**src/rtl/lcd_pkg.sv**
```systemverilog
package lcd_pkg;

    // Frame shape as seen by the detector
    typedef struct packed {
        logic [3:0] data_bits;   // 5..9
        logic       parity;      // parity bit present
        logic [1:0] stop_halves; // stop length in half bits
    } frame_shape_t;

    localparam int HALF_W = 5;   // enough for 2*(1+9+1)+3 = 25

    // Frame length in half-bit units
    function automatic logic [HALF_W-1:0] half_bit_count(frame_shape_t s);
        logic [HALF_W-1:0] bits;
        bits = HALF_W'(s.data_bits) + HALF_W'(1) + HALF_W'(s.parity);
        return (bits << 1) + HALF_W'(s.stop_halves);
    endfunction

endpackage

```
**src/rtl/frame_len_calc.sv**
```systemverilog
module frame_len_calc
    import lcd_pkg::*;
#(
    parameter int BIT_W = 12,
    parameter int CNT_W = 20
) (
    input  logic             clk,
    input  logic             rst,
    input  frame_shape_t     shape,
    input  logic [BIT_W-1:0] bit_cycles,
    output logic [CNT_W-1:0] flen_o
);
    localparam int PW = BIT_W + HALF_W;
    localparam int WW = ((PW > CNT_W) ? PW : CNT_W) + 1;
    localparam logic [WW-1:0] CAP = WW'({CNT_W{1'b1}});

    logic [PW-1:0]    product;
    logic [WW-1:0]    rounded;
    logic [CNT_W-1:0] flen_d;

    always_comb begin
        product = PW'(half_bit_count(shape)) * PW'(bit_cycles);
        rounded = (WW'(product) + WW'(1)) >> 1;
        flen_d  = (rounded > CAP) ? CNT_W'(CAP) : CNT_W'(rounded);
    end

    // Loaded every cycle, also in reset, so it is valid when reset ends
    always_ff @(posedge clk) flen_o <= flen_d;

    assert_flen_floor_R1: assert property (@(posedge clk) disable iff (rst)
        ($past(bit_cycles) != '0) |-> (flen_o >= CNT_W'(6)));

endmodule

```
**src/rtl/break_meter.sv**
```systemverilog
module break_meter #(
    parameter int CNT_W = 20
) (
    input  logic             clk,
    input  logic             rst,
    input  logic             lvl,
    input  logic [CNT_W-1:0] flen,
    output logic             break_o,
    output logic [CNT_W-1:0] break_len_o
);
    localparam logic [CNT_W-1:0] MAXC = '1;

    logic             prev_hi;
    logic [CNT_W-1:0] low_cnt;

    always_ff @(posedge clk) begin
        if (rst) begin
            prev_hi     <= 1'b1;
            low_cnt     <= '0;
            break_o     <= 1'b0;
            break_len_o <= '0;
        end else begin
            prev_hi <= lvl;
            break_o <= 1'b0;
            if (!lvl) begin
                if (prev_hi)              low_cnt <= CNT_W'(1);
                else if (low_cnt != MAXC) low_cnt <= low_cnt + 1'b1;
            end else if (!prev_hi && (low_cnt >= flen)) begin
                break_o     <= 1'b1;
                break_len_o <= low_cnt;
            end
        end
    end

    assert_break_long_R3: assert property (@(posedge clk) disable iff (rst)
        break_o |-> (break_len_o >= $past(flen)));
    assert_break_on_rise_R3: assert property (@(posedge clk) disable iff (rst)
        break_o |-> $past(lvl));
    assert_fall_restart_R2: assert property (@(posedge clk) disable iff (rst)
        (!lvl && prev_hi) |=> (low_cnt == CNT_W'(1)));
    assert_low_no_wrap_R8: assert property (@(posedge clk) disable iff (rst)
        (!lvl && !prev_hi && low_cnt == MAXC) |=> (low_cnt == MAXC));

endmodule

```
**src/rtl/idle_meter.sv**
```systemverilog
module idle_meter #(
    parameter int CNT_W = 20
) (
    input  logic             clk,
    input  logic             rst,
    input  logic             lvl,
    input  logic [CNT_W-1:0] flen,
    input  logic             seed,
    input  logic [CNT_W-1:0] seed_age,
    output logic             idle_o,
    output logic [CNT_W-1:0] idle_run_o
);
    localparam logic [CNT_W-1:0] MAXC = '1;

    logic             active;
    logic [CNT_W-1:0] cnt, cnt_n, run, run_n;
    logic [CNT_W:0]   tgt, tgt_cur;

    always_comb begin
        cnt_n   = !active ? CNT_W'(1) : ((cnt == MAXC) ? cnt : cnt + 1'b1);
        tgt_cur = active ? tgt : {1'b0, flen};
        run_n   = (run == MAXC) ? run : run + 1'b1;
    end

    always_ff @(posedge clk) begin
        if (rst) begin
            active     <= 1'b0;
            cnt        <= '0;
            tgt        <= '0;
            run        <= '0;
            idle_o     <= 1'b0;
            idle_run_o <= '0;
        end else begin
            idle_o <= 1'b0;
            if (!lvl) begin
                active <= 1'b0;
                cnt    <= '0;
                run    <= '0;
            end else begin
                run    <= run_n;
                active <= 1'b1;
                if (seed) begin
                    cnt <= seed_age;
                    tgt <= {flen, 1'b0};
                end else if ({1'b0, cnt_n} >= tgt_cur) begin
                    idle_o     <= 1'b1;
                    idle_run_o <= run_n;
                    cnt        <= '0;
                    tgt        <= {1'b0, flen};
                end else begin
                    cnt <= cnt_n;
                    tgt <= tgt_cur;
                end
            end
        end
    end

    assert_idle_needs_high_R5: assert property (@(posedge clk) disable iff (rst)
        idle_o |-> $past(lvl));
    assert_low_cancels_R6: assert property (@(posedge clk) disable iff (rst)
        !lvl |=> (!active && !idle_o));
    assert_run_no_wrap_R8: assert property (@(posedge clk) disable iff (rst)
        (lvl && run == MAXC) |=> (run == MAXC));

endmodule

```
**src/rtl/line_cond_detect.sv**
```systemverilog
module line_cond_detect
    import lcd_pkg::*;
#(
    parameter int BIT_W = 12,
    parameter int CNT_W = 20
) (
    input  logic             clk,
    input  logic             rst,
    input  logic             line_i,
    input  logic             invert_i,
    input  logic [BIT_W-1:0] bit_cycles_i,
    input  logic [3:0]       data_bits_i,
    input  logic             parity_en_i,
    input  logic [1:0]       stop_halves_i,
    input  logic             frame_done_i,
    input  logic [CNT_W-1:0] frame_age_i,
    output logic             break_o,
    output logic [CNT_W-1:0] break_len_o,
    output logic             idle_o,
    output logic [CNT_W-1:0] idle_run_o
);
    frame_shape_t     shape;
    logic             level;
    logic [CNT_W-1:0] flen;

    assign shape = '{data_bits: data_bits_i, parity: parity_en_i,
                     stop_halves: stop_halves_i};
    assign level = line_i ^ invert_i;

    frame_len_calc #(.BIT_W(BIT_W), .CNT_W(CNT_W)) u_len (
        .clk(clk), .rst(rst), .shape(shape), .bit_cycles(bit_cycles_i),
        .flen_o(flen));

    break_meter #(.CNT_W(CNT_W)) u_brk (
        .clk(clk), .rst(rst), .lvl(level), .flen(flen),
        .break_o(break_o), .break_len_o(break_len_o));

    idle_meter #(.CNT_W(CNT_W)) u_idle (
        .clk(clk), .rst(rst), .lvl(level), .flen(flen),
        .seed(frame_done_i), .seed_age(frame_age_i),
        .idle_o(idle_o), .idle_run_o(idle_run_o));

    assert_pulses_exclusive_R5: assert property (@(posedge clk) disable iff (rst)
        (flen > CNT_W'(1)) |-> !(break_o && idle_o));

endmodule

```
**config.mk**
```make
export PLATFORM = sky130hd
export DESIGN_NAME = line_cond_detect
export DESIGN_NICKNAME = d
export VERILOG_FILES = /design/src/rtl/lcd_pkg.sv /design/src/rtl/frame_len_calc.sv /design/src/rtl/break_meter.sv /design/src/rtl/idle_meter.sv /design/src/rtl/line_cond_detect.sv
export SDC_FILE = /design/constraint.sdc
export NUM_CORES = 1
export LEC_CHECK = 0
export BUFFER_PORTS_ARGS = -buffer_cell sky130_fd_sc_hd__buf_2
export CAP_MARGIN = 20
export CORE_ASPECT_RATIO = 0.8
export CORE_MARGIN = 4
export CORE_UTILIZATION = 40
export CTS_BUF_LIST = sky130_fd_sc_hd__clkbuf_4 sky130_fd_sc_hd__clkbuf_8
export CTS_CLUSTER_SIZE = 30
export DETAILED_ROUTE_END_ITERATION = 7
export PLACE_DENSITY = 0.54
export SLEW_MARGIN = 15
export SYNTH_ARGS = -nofsm -noshare
export SYNTH_HDL_FRONTEND = slang
export SYNTH_SLANG_ARGS = --single-unit
```
**constraint.sdc**
```tcl
create_clock -name clk -period 6.4 [get_ports clk]
set_input_delay 0.64 -clock clk [delete_from_list [all_inputs] [get_ports clk]]
set_output_delay 0.64 -clock clk [all_outputs]
set_load 0.03 [all_outputs]
```
==> flow_metrics.env <==
export IMPL_drive_gt1_share_pct=15.1
export IMPL_final_common_cell="dfxtp_1"
export IMPL_grt_use_total_pct=17.4
export IMPL_reg2regPathDepth=15
export IMPL_synthArstFlopShare_pct=0
export IMPL_drc=0
export IMPL_regArea_sq_um=2840
export IMPL_path_clk_slew_ns=0.08
export IMPL_ir_drop_v=0.000106
export IMPL_status="finished, final reports clean"
export IMPL_p_leak_nw=4.51
export IMPL_crit_path_start="data_bits_i[0]"
export IMPL_fillers=2244
export IMPL_r2r_setup_slack_ns=2.06
export IMPL_synth_nets=1154
export IMPL_setup_viol_count_final=0
export IMPL_setup_tns_ns=0
export IMPL_grt_antenna_before_repair=0
export IMPL_antenna_cells=0
export IMPL_hold_violations=0
export IMPL_cts_root_buf="clkbuf_8"
export IMPL_synth_ff_type="dfxtp_1"
export IMPL_wire_per_inst_microns=15.2
export IMPL_die_h_microns=142
export IMPL_dieArea_sq_um=24900
export IMPL_totalWireLength_microns=21200
export IMPL_setup_worst_path_start_class="input port"
export IMPL_timing_rr_start="u_idle.cnt[0]$_SDFF_PP0_"
export IMPL_crit_path_end_kind="flip-flop"
export IMPL_cts_inserted_buffers=17
export IMPL_synth_cell_types=54
export IMPL_ant_nets=0
export IMPL_syn_avg_cell_area_sq_um=8.93
export IMPL_final_cells=1390
export IMPL_worst_pin_slew_ns=0.860
export IMPL_multiInputGateArea_sq_um=5700
export IMPL_netlist_instances=1007
export IMPL_vias_per_cell=5.11
export IMPL_initialDrtViolationCount=452
export IMPL_drv_slew=0
export IMPL_dr_pass1_iters=4
export IMPL_yosysSeqAreaShare_pct=31.6
export IMPL_rsz0062_at_grt="false"
export IMPL_die_w_microns=176
export IMPL_post_cts_buffers=0
export IMPL_fin_crit_ns=5.78
export IMPL_syn_area_sq_um=8990
export IMPL_dp_hpwl_microns=16000
export IMPL_reg2reg_to="u_idle.cnt[19]$_SDFF_PP0_"
export IMPL_timing_final_crit_share_pct=90.4
export IMPL_coreArea_sq_um=21900
export IMPL_initial_core_util_pct=41.1
export IMPL_grt_pass1_wl_microns=35400
export IMPL_pwr_density_cell_nw_per_um2=280
export IMPL_finalPower_mw=2.82
export IMPL_cp_max_fo=12
export IMPL_worstPathRequired_ns=6.77
export IMPL_clock_fmax_mhz=173
export IMPL_routabilityCongestion=0.807
export IMPL_endpoint="u_len.flen_o[12]$_DFF_P_"
export IMPL_fin_skew_ns=0.0198
export IMPL_clockBufferDepth=2
export IMPL_syn_to_final_growth_pct=11.9
export IMPL_ys_seq_elements=142
export IMPL_arrival_ns=6.16
export IMPL_yosysWarnings=0
export IMPL_grt_ovfl_total=0
export IMPL_htreeDepth=4
export IMPL_worstSetupPathType="in2reg"
export IMPL_placed_cells=1358
export IMPL_io_pins=86
export IMPL_synth_edf_count=0
export IMPL_clkLatencyLatePin_ns=0.46
export IMPL_drv_cap=0
export IMPL_final_cell_mix="dfxtp_1 (142), nor2_1 (116), buf_2 (85), ha_1 (73), inv_1 (63)"
export IMPL_cts_tree="done"
export IMPL_hold_path_class="in2reg"
export IMPL_relSlewSlack_pct=42.3
export IMPL_cts_hold_buf=0
export IMPL_dr_total_vias=7097
export IMPL_port_buffer_count=85
export IMPL_numClockSinks=142
export IMPL_rows=48
export IMPL_nets=1224
export IMPL_post_cts_resized=0
export IMPL_grt_pass1_vias=6680
export IMPL_grt_max_degree=63
==> per-layer routing <==
metal	GRT usage [%]	vias up	share of wire, %
met4	3.49	0	0.66
met5	0	-	0
met1	27.2	3328	55
met2	24.5	112	41
li1	-	3647	-
met3	3.59	10	3.8
==> cells by family (layout without fill, tap and decap cells) <==
family,count (synthesis),after routing,synth area share (%)
compound gates,165,165,13.1
xor+xnor,56,56,5.46
fa+ha+maj,103,103,16.8
flops,142,142,31.6
simple gates,365,365,20.0
buf+inv,108,191,5.09
mux,68,68,7.82
==> sequential cells by signal, summed over array words and instances, names as in the netlist <==
| signal | flops |
|---|---|
| u_brk.break_len_o | 20 |
| u_idle.idle_run_o | 20 |
| u_idle.cnt | 20 |
| u_brk.low_cnt | 20 |
| u_idle.active | 1 |
| u_len.flen_o | 17 |
| u_idle.run | 20 |
| u_idle.tgt | 21 |
| u_brk.break_o | 1 |
| u_idle.idle_o | 1 |
| u_brk.prev_hi | 1 |
==> how the worst min path moves through the flow <==
| stage | start | end | cells after the start |
|---|---|---|---|
| 2_1_floorplan | u_idle.tgt[0]$_SDFFE_PP0N_ | u_idle.tgt[0]$_SDFFE_PP0N_ | 2 |
| 6_report | frame_age_i[10] | u_idle.cnt[10]$_SDFF_PP0_ | 2 |
| 3_5_place_dp | u_idle.tgt[20]$_SDFFE_PP0N_ | u_idle.tgt[20]$_SDFFE_PP0N_ | 1 |
| 4_1_cts | frame_age_i[10] | u_idle.cnt[10]$_SDFF_PP0_ | 2 |
| 5_1_grt | frame_age_i[15] | u_idle.cnt[15]$_SDFF_PP0_ | 2 |
| 3_3_place_gp | u_idle.tgt[0]$_SDFFE_PP0N_ | u_idle.tgt[0]$_SDFFE_PP0N_ | 2 |
==> critical path, cell delays in order <==
cell	delay (ns)
buf_2	0.09
inv_1	0.04
ha_1	0.13
inv_1	0.05
ha_1	0.32
a21o_1	0.19
o21ai_0	0.07
a21oi_1	0.10
xnor2_1	0.68
nand2_1	0.18
fa_1	0.53
fa_1	0.51
fa_1	0.54
inv_1	0.04
ha_1	0.31
a21oi_1	0.22
o21ai_0	0.17
o41ai_1	0.64
o21ai_0	0.30
a21oi_1	0.24
xnor2_1	0.13
==> Yosys cell counts (all sizes together), types with 2 or more instances <==
| cell | count | area share (%) |
|---|---|---|
| dfxtp | 142 | 32 |
| nor2 | 116 | 4.8 |
| ha | 73 | 10 |
| inv | 63 | 2.6 |
| nand2 | 53 | 2.2 |
| and2 | 50 | 3.5 |
| mux2i | 50 | 5.6 |
| a21oi | 39 | 2.2 |
| nand3 | 36 | 2.0 |
| xor2 | 34 | 3.3 |
| fa | 30 | 6.7 |
| nor3 | 30 | 1.7 |
| clkbuf | 29 | 1.2 |
| nand4 | 26 | 1.8 |
| o21ai | 22 | 1.2 |
| xnor2 | 22 | 2.1 |
| a22o | 19 | 1.9 |
| a211oi | 18 | 2.2 |
| mux2 | 18 | 2.3 |
| nor2b | 17 | 1.2 |
| o22ai | 16 | 1.1 |
| a21o | 14 | 1.2 |
| and3 | 14 | 0.97 |
| buf | 14 | 1.2 |
| o21a | 9 | 0.75 |
| nand2b | 8 | 0.56 |
| a31oi | 5 | 0.35 |
| and4 | 5 | 0.49 |
| nor4 | 4 | 0.35 |
| o21bai | 4 | 0.33 |
| a211o | 3 | 0.29 |
| or3 | 3 | 0.21 |
| a31o | 2 | 0.19 |
| a41o | 2 | 0.22 |
| clkinv | 2 | 0.084 |
| o31ai | 2 | 0.32 |
| or2 | 2 | 0.14 |
==> power by group <==
part | leakage [nW] | switching, mW | total [mW] | internal [mW]
clock | 0.203 | 0.364 | 0.738 | 0.374
sequential | 1.16 | 0.0555 | 1.03 | 0.974
combinational | 3.15 | 0.592 | 1.05 | 0.456
total | 4.51 | 1.01 | 2.82 | 1.80
==> through the flow <==
step                cell area, sq um  hold WS, ns  worst slack (ns)  utilization [%]
floorplan                       8990        0.428              1.20                -
global placement                9660        0.457             0.295             44.2
detailed placement              9660        0.455             0.174             44.2
CTS                            10100        0.365             0.646             46.0
global route                   10100        0.377            0.0225             46.0
finish                         10100        0.393             0.617             46.0
==> final cells by class <==
cell class	instances	area share, %
Multi-Input combinational cell	757	56.7
Sequential cell	142	28.3
Timing Repair Buffer	94	4.90
Tap cell	300	3.73
Clock buffer	20	2.67
Inverter	65	2.43
Clock inverter	12	1.33
Note: power is estimated with default switching activity, not from simulation.
